### src/rtl/clamp_pkg.sv
package clamp_pkg;

    // Rising and falling edges of the synchronized sync input
    typedef struct packed {
        logic rise;
        logic fall;
    } sync_edges_t;

    // Counter advance mode
    typedef enum logic {
        TICK_EVERY = 1'b0,
        TICK_HALF  = 1'b1
    } tick_mode_e;

    // The three clamp outputs
    typedef struct packed {
        logic a;
        logic b;
        logic c;
    } clamp_out_t;

    function automatic logic tick_gate(tick_mode_e mode, logic phase);
        return (mode == TICK_EVERY) || phase;
    endfunction

endpackage

### src/rtl/sync_edge.sv
module sync_edge
    import clamp_pkg::*;
#(
    parameter int STAGES = 2
) (
    input  logic        clk,
    input  logic        rst,
    input  logic        async_in,
    output sync_edges_t edges
);
    logic [STAGES-1:0] chain;
    logic              prev;

    generate
        for (genvar i = 0; i < STAGES; i++) begin : g_stage
            always_ff @(posedge clk) begin
                if (rst) begin
                    chain[i] <= 1'b0;
                end else if (i == 0) begin
                    chain[i] <= async_in;
                end else begin
                    chain[i] <= chain[(i == 0) ? 0 : i-1];
                end
            end
        end
    endgenerate

    always_ff @(posedge clk) begin
        if (rst) prev <= 1'b0;
        else     prev <= chain[STAGES-1];
    end

    always_comb begin
        edges.rise = chain[STAGES-1] & ~prev;
        edges.fall = ~chain[STAGES-1] & prev;
    end
endmodule

### src/rtl/tick_counter.sv
module tick_counter
    import clamp_pkg::*;
#(
    parameter int CNT_W = 8
) (
    input  logic             clk,
    input  logic             rst,
    input  sync_edges_t      edges,
    input  tick_mode_e       mode,
    output logic [CNT_W-1:0] cnt,
    output logic [CNT_W-1:0] cap
);
    logic phase;
    logic tick;

    assign tick = tick_gate(mode, phase);

    always_ff @(posedge clk) begin
        if (rst || edges.rise) phase <= 1'b0;
        else                   phase <= ~phase;
    end

    always_ff @(posedge clk) begin
        if (rst)             cnt <= '0;
        else if (edges.rise) cnt <= '0;
        else if (tick)       cnt <= cnt + 1'b1;
    end

    always_ff @(posedge clk) begin
        if (rst)             cap <= '0;
        else if (edges.fall) cap <= cnt;
    end
endmodule

### src/rtl/pulse_ctrl.sv
module pulse_ctrl
    import clamp_pkg::*;
#(
    parameter int CNT_W = 8
) (
    input  logic             clk,
    input  logic             rst,
    input  sync_edges_t      edges,
    input  logic [CNT_W-1:0] cnt,
    input  logic [CNT_W-1:0] cap,
    input  logic [CNT_W-1:0] cmp_a,
    input  logic [CNT_W-1:0] cmp_c,
    output clamp_out_t       pulses
);
    localparam int SUM_W = CNT_W + 1;

    logic [CNT_W-1:0] cmpc_q;
    logic [SUM_W-1:0] target;
    logic             match_a;
    logic             hit_c;
    logic             pa, pb, pc;

    assign target  = {1'b0, cap} + {1'b0, cmpc_q};
    assign match_a = (cnt == cmp_a);
    assign hit_c   = ({1'b0, cnt} == target);

    always_ff @(posedge clk) begin
        if (rst)             cmpc_q <= '0;
        else if (edges.fall) cmpc_q <= cmp_c;
    end

    always_ff @(posedge clk) begin
        if (rst) begin
            pa <= 1'b0;
            pb <= 1'b0;
            pc <= 1'b0;
        end else begin
            if (edges.rise)   pa <= 1'b1;
            else if (match_a) pa <= 1'b0;

            if (edges.rise || match_a) pb <= 1'b0;
            else if (edges.fall && pa) pb <= 1'b1;

            if (edges.rise)      pc <= 1'b0;
            else if (edges.fall) pc <= 1'b1;
            else if (hit_c)      pc <= 1'b0;
        end
    end

    assign pulses = '{a: pa, b: pb, c: pc};

    p_a_start_r2: assert property (@(posedge clk) disable iff (rst)
        $rose(pa) |-> $past(edges.rise));
    p_a_cnt_zero_r2: assert property (@(posedge clk) disable iff (rst)
        $rose(pa) |-> (cnt == '0));
    p_a_end_r3: assert property (@(posedge clk) disable iff (rst)
        $fell(pa) |-> $past(cnt == cmp_a));
    p_b_needs_a_r5: assert property (@(posedge clk) disable iff (rst)
        $rose(pb) |-> $past(pa));
    p_c_start_r6: assert property (@(posedge clk) disable iff (rst)
        $rose(pc) |-> $past(edges.fall));
    p_c_overflow_r8: assert property (@(posedge clk) disable iff (rst)
        ($fell(pc) && !$past(edges.rise)) |-> !$past(target[CNT_W]));
endmodule

### src/rtl/clamp_pulse_gen.sv
module clamp_pulse_gen
    import clamp_pkg::*;
#(
    parameter int CNT_W       = 8,
    parameter int SYNC_STAGES = 2
) (
    input  logic             clk,
    input  logic             rst,
    input  logic             sync_in,
    input  logic             presc_sel,
    input  logic [CNT_W-1:0] cmp_a,
    input  logic [CNT_W-1:0] cmp_c,
    output logic             pulse_a,
    output logic             pulse_b,
    output logic             pulse_c
);
    sync_edges_t      edges;
    logic [CNT_W-1:0] cnt;
    logic [CNT_W-1:0] cap;
    clamp_out_t       pulses;

    sync_edge #(.STAGES(SYNC_STAGES)) u_sync (
        .clk      (clk),
        .rst      (rst),
        .async_in (sync_in),
        .edges    (edges)
    );

    tick_counter #(.CNT_W(CNT_W)) u_cnt (
        .clk   (clk),
        .rst   (rst),
        .edges (edges),
        .mode  (tick_mode_e'(presc_sel)),
        .cnt   (cnt),
        .cap   (cap)
    );

    pulse_ctrl #(.CNT_W(CNT_W)) u_pulse (
        .clk    (clk),
        .rst    (rst),
        .edges  (edges),
        .cnt    (cnt),
        .cap    (cap),
        .cmp_a  (cmp_a),
        .cmp_c  (cmp_c),
        .pulses (pulses)
    );

    assign pulse_a = pulses.a;
    assign pulse_b = pulses.b;
    assign pulse_c = pulses.c;
endmodule

### config.mk
export PLATFORM = sky130hd
export DESIGN_NAME = clamp_pulse_gen
export DESIGN_NICKNAME = d
export VERILOG_FILES = /design/src/rtl/clamp_pkg.sv /design/src/rtl/sync_edge.sv /design/src/rtl/tick_counter.sv /design/src/rtl/pulse_ctrl.sv /design/src/rtl/clamp_pulse_gen.sv
export SDC_FILE = /design/constraint.sdc
export NUM_CORES = 1
export LEC_CHECK = 0
export ABC_AREA = 1
export BUFFER_PORTS_ARGS = -buffer_cell sky130_fd_sc_hd__buf_2
export CORE_MARGIN = 2
export CORE_UTILIZATION = 45
export DETAILED_ROUTE_END_ITERATION = 10
export PLACE_DENSITY = 0.73
export SETUP_SLACK_MARGIN = 0.5
export SLEW_MARGIN = 30
export SYNTH_ARGS = -nofsm -noshare
export SYNTH_HDL_FRONTEND = slang
export SYNTH_SLANG_ARGS = --single-unit
### constraint.sdc
create_clock -name clk -period 3.6 [get_ports clk]
set_input_delay 0.36 -clock clk [delete_from_list [all_inputs] [get_ports clk]]
set_output_delay 0.36 -clock clk [all_outputs]
set_load 0.03 [all_outputs]
== Word-level counts from Yosys, hierarchy flattened ==
Cells that the tools add are included.

* Equal/unequal tests: 2
* Bitwise gates (word level): 6
* Mux-type cells: 4
* $add $sub $neg: 2
* Reductions and logical operators: 8

{| class="wikitable"
|+ Operator list
! cell !! number
|-
| $add A8 B8 Y9 || 1
|-
| $eq A8 B9 Y1 || 1
|-
| $add A8 B1 Y8 const B || 1
|-
| $eq A8 B8 Y1 || 1
|-
| $mux W1 || 4
|-
| $not A1 Y1 || 4
|-
| $reduce_bool A2 Y1 || 2
|-
| $reduce_or A2 Y1 || 2
|-
| $logic_or A1 B1 Y1 || 3
|-
| $and A1 B1 Y1 || 2
|-
| $logic_and A1 B1 Y1 || 1
|}

* Logic and storage cells: 32
* Input bits: 20
* Register bits: 31
* Output and inout port bits: 3

== Longest topological paths before layout ==
Gate-level depths: netlist of run 1.

* Depth in word-level cells: 4
* Gate-level depth with buffers: 14
* Gate-level depth less buffers: 14

== By module ==
Synthesis of run 1 repeated with hierarchy kept, for this count alone.

* Cells, all modules: 264
* Area, all modules: 1813.0 um^2

{| class="wikitable"
|+ By module, submodules not included
! module !! cells an instance !! times used !! area each (um^2)
|-
| pulse_ctrl || 156 || 1 || 1022.2
|-
| tick_counter || 96 || 1 || 696.9
|-
| sync_edge || 12 || 1 || 93.8
|}

== Worst setup path before layout of run 1 ==
No wires, ideal clock.

* Path kind: register to register
* Start point: register u_cnt.cap[0]
* End point: register u_pulse.pc
* Setup time: 0.120 ns
* Path buffers: 0
* Arrival: 1.584 ns
* Stages on the path, launching flop included: 12
* Path slack: 1.896 ns
* Required time: 3.480 ns
* Path through: dfxtp_1 -> ha_1 -> fa_1 -> nor2_1 -> nor2_1 -> nand3_1 -> nor2_1 -> nand3b_1 -> nor2_2 -> nand2_1 -> nand2_1 -> a21oi_2

* Word-level cells in the longest chain between the ends: 3

{| class="wikitable"
|+ RTL lines
! element !! RTL line !! source
|-
| from (decl) || tick_counter.sv:11 || <nowiki>output logic [CNT_W-1:0] cap</nowiki>
|-
| from (signal assigned) || tick_counter.sv:31 || <nowiki>else if (edges.fall) cap <= cnt;</nowiki>
|-
| $add A8 B8 Y9 || pulse_ctrl.sv:23 || <nowiki>assign target = {1'b0, cap} + {1'b0, cmpc_q};</nowiki>
|-
| $eq A8 B9 Y1 || pulse_ctrl.sv:25 || <nowiki>assign hit_c = ({1'b0, cnt} == target);</nowiki>
|-
| $reduce_bool A2 Y1 (no source line) || - ||
|-
| to (signal assigned) || pulse_ctrl.sv:36 || <nowiki>pc <= 1'b0;</nowiki>
|-
| to (signal assigned) || pulse_ctrl.sv:44 || <nowiki>if (edges.rise) pc <= 1'b0;</nowiki>
|-
| to (signal assigned) || pulse_ctrl.sv:45 || <nowiki>else if (edges.fall) pc <= 1'b1;</nowiki>
|-
| to (decl) || pulse_ctrl.sv:21 || <nowiki>logic pa, pb, pc;</nowiki>
|}

Every way passes these cells.
A chain may end at the register's enable or synchronous reset.

== Worst setup path in the final report of run 1 ==
Ends and elaborated chain as after synthesis.

==> run_results.csv, run 1 <==
group,metric,value,unit
pwr,p_per_area,417,nW/um^2
setup_path,worstPathRequired,3.78,ns
global_routing,grt_pass1_wl,5500,um
pwr,power,0.000809,W
job,max-cap-violations,0,
global_routing,grt_start_max_net_pins,25,
clock_tree,clk_path_buf_depth,2,
logic_synthesis,synth.avg_cell_area,7.37,um^2
placement,routabilityCongestion,0.844,
route,first_iter_violations,77,
outcome,status,"complete, no violations",
die,design.die.area,4210,um^2
route,num_vias,1439,
logic_synthesis,yosysSeqAreaShare,37.2,%
logic_synthesis,synth-seq-cells,31,
logic_synthesis,ys_async_sr_fraction,0,%
placement,place.port_buffers,22,
die,initial_core_util,46.2,%
clock_tree,worstSkewPairLatency,0.29,ns
global_routing,grt.overflow.total,0,
setup_path,path_delay_family,"simple AND/OR/NAND/NOR gates",
sta,fmax,0.541,GHz
cells_and_area,drive_gt1_share,17.8,%
sta,rsz0062_at_grt,"no",
setup_path,cp_slowest_cell,"fa_1",
clock_tree,holdBufCountCts,0,
cells_and_area,finalInstanceArea,1940,um^2
global_routing,grtUsageTotal,17.2,%
setup_path,arrival,2.03,ns
global_routing,grt_pass1_vias,1317,
route,viasPerCell,4.78,
cells_and_area,final_nets,282,
route,drt-total-wl,3270,um
route,drcViolationCount,0,
clock_tree,clk_pin_slew_worst_paths,0.07,ns
sta,finalHoldViolations,0,
cells_and_area,synthToLayoutAreaGrowth,16.5,%
clock_tree,cts_resized,0,
logic_synthesis,yosys_warnings,0,
sta,fin_skew,0.00695,ns
setup_path,slowest_delay,0.39,ns
sta,final.setup.tns,0,ns
logic_synthesis,synth_nets,256,
placement,dpl.hpwl,2480,um
setup_path,cp_common_cell,"nand2_1",
global_routing,antenna_found_initial,0,
placement,placed_cell_area,1820,um^2
clock_tree,htreeDepth,2,
logic_synthesis,synth_common_cells,"39 x nand2_1, 35 x nor2_1, 31 x dfxtp_1, 18 x a21oi_1, 18 x inv_1",
route,postRouteAntennaNets,0,
cells_and_area,antennaDiodeCount,0,
setup_path,worstPathMaxFanout,3,
logic_synthesis,synth_ff_type,"dfxtp_1",
setup_path,critPathCaptureType,"flop",
sta,tightest_slew,0.439,ns
setup_path,start_kind,"flop",
route,dr.pass1.iters,4,
logic_synthesis,yosys-top-cells-area,"dfxtp_1 37%, nand2_1 8.8%, nor2_1 7.9%",
sta,slew_headroom,70.7,%
sta,setup_viol,0,
die,design.core.area,3610,um^2
pwr,vdd_drop_max,0.000216,V
die,die_h,64.9,um
clock_tree,ctsRootBufferMaster,"clkbuf_8",
pwr,leakage,0.936,nW
sta,period_needed,1.85,ns
clock_tree,cts_tree,"yes",
die,io_pins,23,
logic_synthesis,syn_inst,226,
setup_path,path_buf_inv,0,
logic_synthesis,synth_edf_count,0,
logic_synthesis,synth_cell_types,29,
sta,fin_crit_sh,51.4,%
clock_tree,numClockSinks,31,
logic_synthesis,syn_area,1670,um^2
setup_path,critPathKind,"flop to flop",
route,avgRoutedWirePerCell,10.9,um
logic_synthesis,synth.largest_area_cell,"dfxtp_1",
sta,drv_slew,0,
logic_synthesis,synth_top_area_share,37.2,%
clock_tree,cts_buffers,5,
setup_path,crit_chain,"ha_1, fa_1, nand2_1, nand2_1, nand3_2, nand2_1, nand2_1, nand2_1, nand2_1, nand2_1, nor2_1, nand2_1, nand2_1, a21oi_2",
die,rows,22,
clock_tree,cts_setup_buffers,0,
worst_hold_path,hp-class,"primary input to flop",
logic_synthesis,yosysMostFrequentCell,"nand2_1",
die,die_w,64.9,um
cells_and_area,fill_cells,362,
layout by cell type, fill, tap and decap left out, drive strengths merged, types with 2 or more instances in the layout:
cell and instances:
xnor2 5, o21ai 20, nand3b 3, nand2 41, nand3 11, clkinv 4
ha 9, a21oi 19, xor2 9, dfxtp 31, nor2 37, nor4 3
o21a 2, nor3 3, buf 23, clkbuf 6, inv 22
per-stage QoR:
step	hold slack [ns]	util [%]	cells	worst slack, ns
3_5_place_dp	0.409	50.6	293	1.77
6_report	0.266	53.9	301	1.75
4_1_cts	0.264	53.9	301	1.76
2_1_floorplan	0.388	-	226	1.90
3_3_place_gp	0.402	50.6	293	1.83
5_1_grt	0.276	53.9	301	1.52
state kept, by name, indices dropped and copies added, names as in the netlist:
register / count
u_cnt.cap: 8
u_cnt.cnt: 8
u_pulse.cmpc_q: 8
u_sync.chain: 2
u_cnt.phase: 1
u_pulse.pa: 1
u_pulse.pb: 1
u_pulse.pc: 1
u_sync.prev: 1
logic make-up (layout without fill, tap and decap cells):
family                     count (synthesis)  count (layout)  share of synthesized area, %
AOI/OAI and AO/OA                         42              42                          13.3
xor gates and xnor gates                  14              14                          7.36
adders and majority gates                 10              10                          7.96
buffers and inverters                     29              56                          6.83
DFF                                       31              31                          37.2
and+or+nand+nor                          100             100                          27.3
worst paths after layout:
path	startpoint	endpoint	slack, ns	cells past startpoint
max reg2reg	u_cnt.cap[0]	u_pulse.pc	1.75	14
min	sync_in	u_sync.chain[0]	0.27	3
min reg2reg	u_sync.chain[0]	u_sync.chain[1]	0.42	2
max	u_cnt.cap[0]	u_pulse.pc	1.75	14
area by class of cell:
type / count / area [um^2] / share of cell area, %
multi-input combinational: 166 / 932 / 48.0
sequential: 31 / 621 / 32.0
timing repair buffer: 23 / 118 / 6.06
inverter: 25 / 93.8 / 4.83
clock buffer: 6 / 82.6 / 4.25
tap: 48 / 60.1 / 3.09
clock inverter: 2 / 35.0 / 1.80
power breakdown:
part           internal, W  switching (W)   total, W
registers         0.000355     0.00000939   0.000365
logic            0.0000376      0.0000491  0.0000867
clock network     0.000224       0.000134   0.000358
layer usage:
layer | global-route usage (%) | share of wire, % | up-vias
met5 | 0 | 0 | -
met1 | 20.7 | 48 | 630
li1 | - | - | 781
met3 | 4.17 | 3.1 | 8
met4 | 9.57 | 2.4 | 0
met2 | 28.0 | 46 | 20
worst min-delay path: stages:
cell and delay, ns:
buf_2 0.07, inv_1 0.03, nor2_1 0.06
No activity file was read; power rests on OpenSTA's default activity.
==> run 2, diff against run 1 <==
==> constraint.sdc (replaced) <==
create_clock -name clk -period 1.9 [get_ports clk]
set_input_delay 0.19 -clock clk [delete_from_list [all_inputs] [get_ports clk]]
set_output_delay 0.19 -clock clk [all_outputs]
set_load 0.03 [all_outputs]
==> run 2 against run 1 <==
  * Critical path depth stayed put
  * Utilization is 0.80 points higher
  * Setup slack lost 1.6 ns
  * Clock power grew 41%
  * Sequential power increased by 90%
  * Count of clock-buffer cells in the layout unchanged
  * Clock skew increased by 0.0013 ns
  * Non-clock buffer count rose by 2
  * Sequential share of layout area hardly changed
  * Total power grew 69%
  * Via count increased by 1.3%
  * First-iteration DRC count decreased by 10%
  * Critical path type unchanged
==> run_results.csv, run 2 (synthesis results as in run 1) <==
group,metric,value,unit
outcome,status,"complete, no violations",
clock_tree,clk_pin_slew_worst_paths,0.07,ns
die,design.core.area,3610,um^2
worst_hold_path,hp-class,"primary input to flop",
route,viasPerCell,4.81,
setup_path,path_delay_family,"simple AND/OR/NAND/NOR gates",
die,design.die.area,4210,um^2
setup_path,r2r_slack,0.15,ns
setup_path,critPathCaptureType,"flop",
route,postRouteAntennaNets,0,
setup_path,start_kind,"flop",
cells_and_area,fill_cells,366,
setup_path,crit_path_start,"u_pulse.cmpc_q[0]",
route,num_vias,1457,
setup_path,crit_end,"u_pulse.pc",
cells_and_area,final_nets,284,
worst_hold_path,hold_depth,3,
cells_and_area,mostFrequentLayoutCells,"35 x nand2_1, 34 x nor2_1, 26 x dfxtp_1",
route,drt-total-wl,3410,um
sta,period_needed,1.75,ns
sta,finalHoldViolations,0,
setup_path,cp_common_cell,"nand2_1",
global_routing,antenna_found_initial,0,
die,initial_core_util,46.2,%
setup_path,worstPathMaxFanout,3,
route,drcViolationCount,0,
cells_and_area,antennaDiodeCount,0,
global_routing,grt_pass1_vias,1276,
setup_path,arrival,1.93,ns
sta,whs,0.107,ns
cells_and_area,drive_gt1_share,23.5,%
pwr,vdd_drop_max,0.000561,V
setup_path,r2r-end,"u_pulse.pc",
cells_and_area,final_core_util,54.6,%
global_routing,grt_start_max_net_pins,17,
job,max-cap-violations,0,
cells_and_area,layout_commonest_cell,"nand2_1",
die,die_w,64.9,um
setup_path,cp.depth,14,
global_routing,grt_pass1_wl,5720,um
route,avgRoutedWirePerCell,11.2,um
pwr,p_per_area,694,nW/um^2
clock_tree,cts_setup_buffers,0,
die,die_h,64.9,um
sta,setup_viol,0,
setup_path,rr_startpoint,"u_pulse.cmpc_q[0]",
clock_tree,htreeDepth,2,
placement,routabilityCongestion,0.915,
clock_tree,cts_buffers,5,
global_routing,grtUsageTotal,18.5,%
sta,rsz0062_at_grt,"yes",
placement,dpl.hpwl,2550,um
clock_tree,ctsRootBufferMaster,"clkbuf_8",
setup_path,slowest_delay,0.34,ns
cells_and_area,top_regs,"u_cnt.cap: 8 flops, u_cnt.cnt: 8 flops, u_pulse.cmpc_q: 8 flops",
setup_path,reg2reg_depth,14,
setup_path,path_buf_inv,0,
route,dr.pass1.iters,4,
global_routing,grt.overflow.total,0,
die,rows,22,
sta,fmax,0.571,GHz
clock_tree,holdBufCountCts,0,
sta,final.setup.tns,0,ns
setup_path,worstPathRequired,2.08,ns
sta,tightest_slew,0.287,ns
cells_and_area,finalInstanceArea,1970,um^2
die,io_pins,23,
clock_tree,clk_path_buf_depth,2,
pwr,leakage,0.926,nW
clock_tree,worstSkewPairLatency,0.29,ns
sta,setup_ws,0.148,ns
setup_path,cp_slowest_cell,"fa_2",
placement,placed_cell_area,1840,um^2
cells_and_area,synthToLayoutAreaGrowth,18.2,%
route,first_iter_violations,69,
placement,place_ws,0.114,ns
placement,place.port_buffers,22,
sta,slew_headroom,80.7,%
sta,fin_skew,0.00821,ns
clock_tree,numClockSinks,31,
sta,drv_slew,0,
setup_path,critPathKind,"flop to flop",
clock_tree,cts_tree,"yes",
setup_path,crit_chain,"ha_4, fa_2, nand2_2, nand2_2, nand3_2, nand2_2, nand2_2, nand2_1, nand2_1, nand2_1, nor2_1, nand2_1, nand2_1, a21oi_2",
sta,fin_crit_sh,92.2,%
## run 2: cell count changes in the layout (fill, tap and decap cells not counted), sizes merged
| cell | previous run | this run |
|---|---|---|
| bufinv | 1 | 0 |
| clkinv | 4 | 3 |
| clkinvlp | 0 | 2 |
| buf | 23 | 25 |
## run 2: what timing repair did
| action | CTS | global route |
|---|---|---|
| endpoints found under the setup margin | 4 | 10 |
| pin swaps | 3 | 5 |
| gates resized for setup | 6 | 9 |
## run 2: worst reg2reg max path, stage by stage (launching register included)
cell	delay, ns
dfxtp_2	0.33
ha_4	0.16
fa_2	0.34
nand2_2	0.08
nand2_2	0.06
nand3_2	0.10
nand2_2	0.07
nand2_2	0.07
nand2_1	0.06
nand2_1	0.05
nand2_1	0.05
nor2_1	0.10
nand2_1	0.06
nand2_1	0.07
a21oi_2	0.05
## run 2: worst min path at each step
stage / to / slack, ns / startpoint
floorplan: u_pulse.pa / 0.26 / rst
global placement: u_sync.chain[0] / 0.39 / sync_in
detailed placement: u_cnt.phase / 0.40 / u_cnt.phase
CTS: u_sync.chain[0] / 0.10 / sync_in
global route: u_sync.prev / 0.11 / rst
finish: u_sync.chain[0] / 0.11 / sync_in
## run 2: power breakdown
part / switching, W / internal (W) / total (W) / leakage, nW
combinational: 0.0000970 / 0.0000746 / 0.000172 / 0.630
sequential: 0.0000186 / 0.000674 / 0.000693 / 0.255
clock: 0.000248 / 0.000255 / 0.000504 / 0.0412
total: 0.000364 / 0.00100 / 0.00137 / 0.926
## run 2: layout make-up
class	count	area [um^2]	area share, %
multi-input combinational	166	966	49.0
sequential	31	629	31.9
timing repair buffer	25	133	6.73
inverter	25	97.6	4.95
clock buffer	6	72.6	3.68
tap	48	60.1	3.05
clock inverter	2	12.5	0.635
## run 2: per-stage QoR
step / instances / total power [W]
after floorplan: 226 / 0.000822
after global placement: 295 / 0.000871
after detailed placement: 295 / 0.000875
after CTS: 303 / 0.00138
after global routing: 303 / 0.00144
final: 303 / 0.00137
## run 2: layer usage
layer,wire [um],GRT usage [%]
met5,0,0
met4,76,8.78
met3,159,6.77
met2,1550,29.6
met1,1620,21.7
==> run 3, diff against run 2 <==
--- a/config.mk
+++ b/config.mk
@@ -5,7 +5,6 @@
 export SDC_FILE = /design/constraint.sdc
 export NUM_CORES = 1
 export LEC_CHECK = 0
-export ABC_AREA = 1
 export BUFFER_PORTS_ARGS = -buffer_cell sky130_fd_sc_hd__buf_2
 export CORE_MARGIN = 2
 export CORE_UTILIZATION = 45
==> run 3 against run 2 <==
  * Final cell count shrank 6.6%
  * Die area grew 3.9%
  * Clock power grew 13%
  * Sequential power shrank 2%
  * First-iteration DRC count shrank 17%
  * Area after synthesis grew 4.1%
  * Setup slack lost 0.14 ns
  * Largest power group unchanged
  * Highest routed layer unchanged
  * Sequential share of layout area shrank 2.2 points
  * Utilization grew 2.7 points
  * Synthesized cell count shrank 6.2%
  * Non-clock buffer count grew 6
  * Via count grew 3.4%
  * Critical endpoint unchanged
==> run_results.csv, run 3 <==
group,metric,value,unit
outcome,status,"complete, no violations",
cells_and_area,final_core_util,57.3,%
logic_synthesis,synth_top_area_share,35.8,%
global_routing,grtUsageTotal,18.5,%
global_routing,grt_pass1_vias,1328,
clock_tree,ctsRootBufferMaster,"clkbuf_8",
logic_synthesis,synth_common_cells,"39 x nand2_1, 31 x dfxtp_1, 21 x a21oi_1, 20 x nor2_1, 18 x xor2_1",
route,viasPerCell,5.33,
setup_path,worstPathRequired,2.06,ns
route,postRouteAntennaNets,0,
setup_path,critPathKind,"flop to flop",
cells_and_area,final_nets,264,
sta,fin_skew,0.00608,ns
global_routing,grt_pass1_wl,6110,um
logic_synthesis,yosys_warnings,0,
logic_synthesis,synth_ff_type,"dfxtp_1",
cells_and_area,synthToLayoutAreaGrowth,21.8,%
cells_and_area,drive_gt1_share,26.0,%
setup_path,arrival,2.05,ns
logic_synthesis,synth_nets,242,
die,die_w,66.1,um
logic_synthesis,synth.largest_area_cell,"dfxtp_1",
die,io_pins,23,
setup_path,crit_path_start,"u_pulse.cmpc_q[0]",
cells_and_area,multi_input_area,1120,um^2
clock_tree,cts_tree,"yes",
placement,routabilityCongestion,0.906,
clock_tree,worstSkewPairLatency,0.28,ns
sta,rsz0062_at_grt,"yes",
logic_synthesis,synth_edf_count,0,
logic_synthesis,yosys-top-cells-area,"dfxtp_1 36%, xor2_1 9.1%, nand2_1 8.4%",
setup_path,r2r-end,"u_pulse.pc",
route,first_iter_violations,57,
cells_and_area,layout_commonest_cell,"nand2_1",
route,drcViolationCount,0,
pwr,p_per_area,664,nW/um^2
sta,slew_headroom,74.2,%
setup_path,worstPathMaxFanout,3,
logic_synthesis,synth-seq-cells,31,
sta,fin_crit_sh,99.8,%
route,drt-total-wl,3740,um
cells_and_area,finalNonFillerCells,283,
setup_path,crit_end,"u_pulse.pc",
clock_tree,htreeDepth,2,
die,design.core.area,3690,um^2
global_routing,grt.overflow.total,0,
logic_synthesis,syn_inst,212,
logic_synthesis,ys_async_sr_fraction,0,%
cells_and_area,fill_cells,332,
sta,period_needed,1.90,ns
logic_synthesis,synth.avg_cell_area,8.19,um^2
clock_tree,cts_buffers,5,
clock_tree,clk_pin_slew_worst_paths,0.07,ns
cells_and_area,top_regs,"u_cnt.cap: 8 flops, u_cnt.cnt: 8 flops, u_pulse.cmpc_q: 8 flops",
route,avgRoutedWirePerCell,13.2,um
setup_path,rr_startpoint,"u_pulse.cmpc_q[0]",
logic_synthesis,synth_cell_types,36,
clock_tree,holdBufCountCts,0,
clock_tree,clk_path_buf_depth,2,
sta,setup_viol,0,
sta,finalHoldViolations,0,
placement,place.port_buffers,22,
logic_synthesis,yosysMostFrequentCell,"nand2_1",
cells_and_area,mostFrequentLayoutCells,"39 x nand2_1, 24 x dfxtp_1, 22 x buf_2",
placement,dpl.hpwl,2690,um
sta,whs,0.123,ns
global_routing,grt_start_max_net_pins,22,
die,initial_core_util,47.0,%
setup_path,reg2reg_depth,7,
job,max-cap-violations,0,
die,design.die.area,4370,um^2
cells_and_area,regArea,629,um^2
sta,fmax,0.527,GHz
sta,tightest_slew,0.387,ns
setup_path,r2r_slack,0.004,ns
route,num_vias,1507,
route,dr.pass1.iters,4,
setup_path,start_kind,"flop",
die,rows,22,
pwr,leakage,0.887,nW
worst_hold_path,hold_depth,2,
setup_path,critPathCaptureType,"flop",
global_routing,antenna_found_initial,0,
logic_synthesis,syn_area,1740,um^2
clock_tree,numClockSinks,31,
sta,drv_slew,0,
cells_and_area,antennaDiodeCount,0,
worst_hold_path,hp-class,"primary input to flop",
logic_synthesis,yosysSeqAreaShare,35.8,%
pwr,vdd_drop_max,0.000451,V
die,die_h,66.1,um
placement,dpl.cell_count,274,
==> run 3: critical path: stages, from the launching register on <==
cell and delay [ns]:
dfxtp_2 0.34, ha_4 0.17, fa_2 0.37, xor3_1 0.22
a221oi_2 0.17, nand4_1 0.16, a2111oi_4 0.24, a211oi_2 0.11
==> run 3: worst min path at each step <==
| stage | slack (ns) | startpoint | to |
|---|---|---|---|
| global route | 0.14 | sync_in | u_sync.chain[0] |
| global placement | 0.39 | u_cnt.phase | u_cnt.phase |
| finish | 0.12 | sync_in | u_sync.chain[0] |
| CTS | 0.12 | sync_in | u_sync.chain[0] |
| detailed placement | 0.40 | u_cnt.phase | u_cnt.phase |
| floorplan | 0.32 | sync_in | u_sync.chain[0] |
==> run 3: kinds of logic after synthesis <==
logic type | synth area share (%)
muxes | 1.23
adders and majority gates | 7.64
xor gates and xnor gates | 12.5
DFF | 35.8
AOI/OAI and AO/OA | 16.2
and+or+nand+nor | 22.1
buffers and inverters | 4.61
==> run 3: repair_timing <==
item                                    4_1_cts  5_1_grt
endpoints found under the setup margin        2        6
hold endpoints to repair                      0        0
pin swaps                                     7        4
buffers inserted                              1        0
gates resized for setup                      12        8
==> run 3: final cells by class <==
cell class                      count  area share (%)
Sequential cell                    31            29.8
Inverter                            2           0.355
Clock inverter                      1           0.355
Tap cell                           48            2.84
Clock buffer                        7            4.56
Multi-Input combinational cell    163            53.2
Timing Repair Buffer               31            8.93
==> run 3: metal layers <==
layer	part of all wire (%)	vias up	routed length (um)	global-route usage (%)
met4	1.7	0	65	8.67
met1	47	700	1760	25.8
met5	0	-	0	0
met3	4.5	8	169	4.60
li1	-	758	-	-
met2	47	41	1750	26.6
==> run 3: per-stage QoR <==
stage | TNS [ns] | setup slack (ns) | total power (W) | area (um^2)
after global placement | 0 | 0.0226 | 0.000825 | 1920
after floorplan | 0 | 0.0899 | 0.000783 | 1760
after CTS | 0 | 0.0264 | 0.00141 | 2080
final | 0 | 0.00374 | 0.00140 | 2110
after detailed placement | -0.00884 | -0.00884 | 0.000827 | 1920
after global routing | -0.101 | -0.101 | 0.00147 | 2110
==> run 3: power by group <==
group	switching (W)	total, W	leakage [nW]	internal (W)
clock	0.000240	0.000569	0.0505	0.000329
combinational	0.0000831	0.000154	0.581	0.0000712
sequential	0.0000142	0.000680	0.255	0.000666
total	0.000337	0.00140	0.887	0.00107
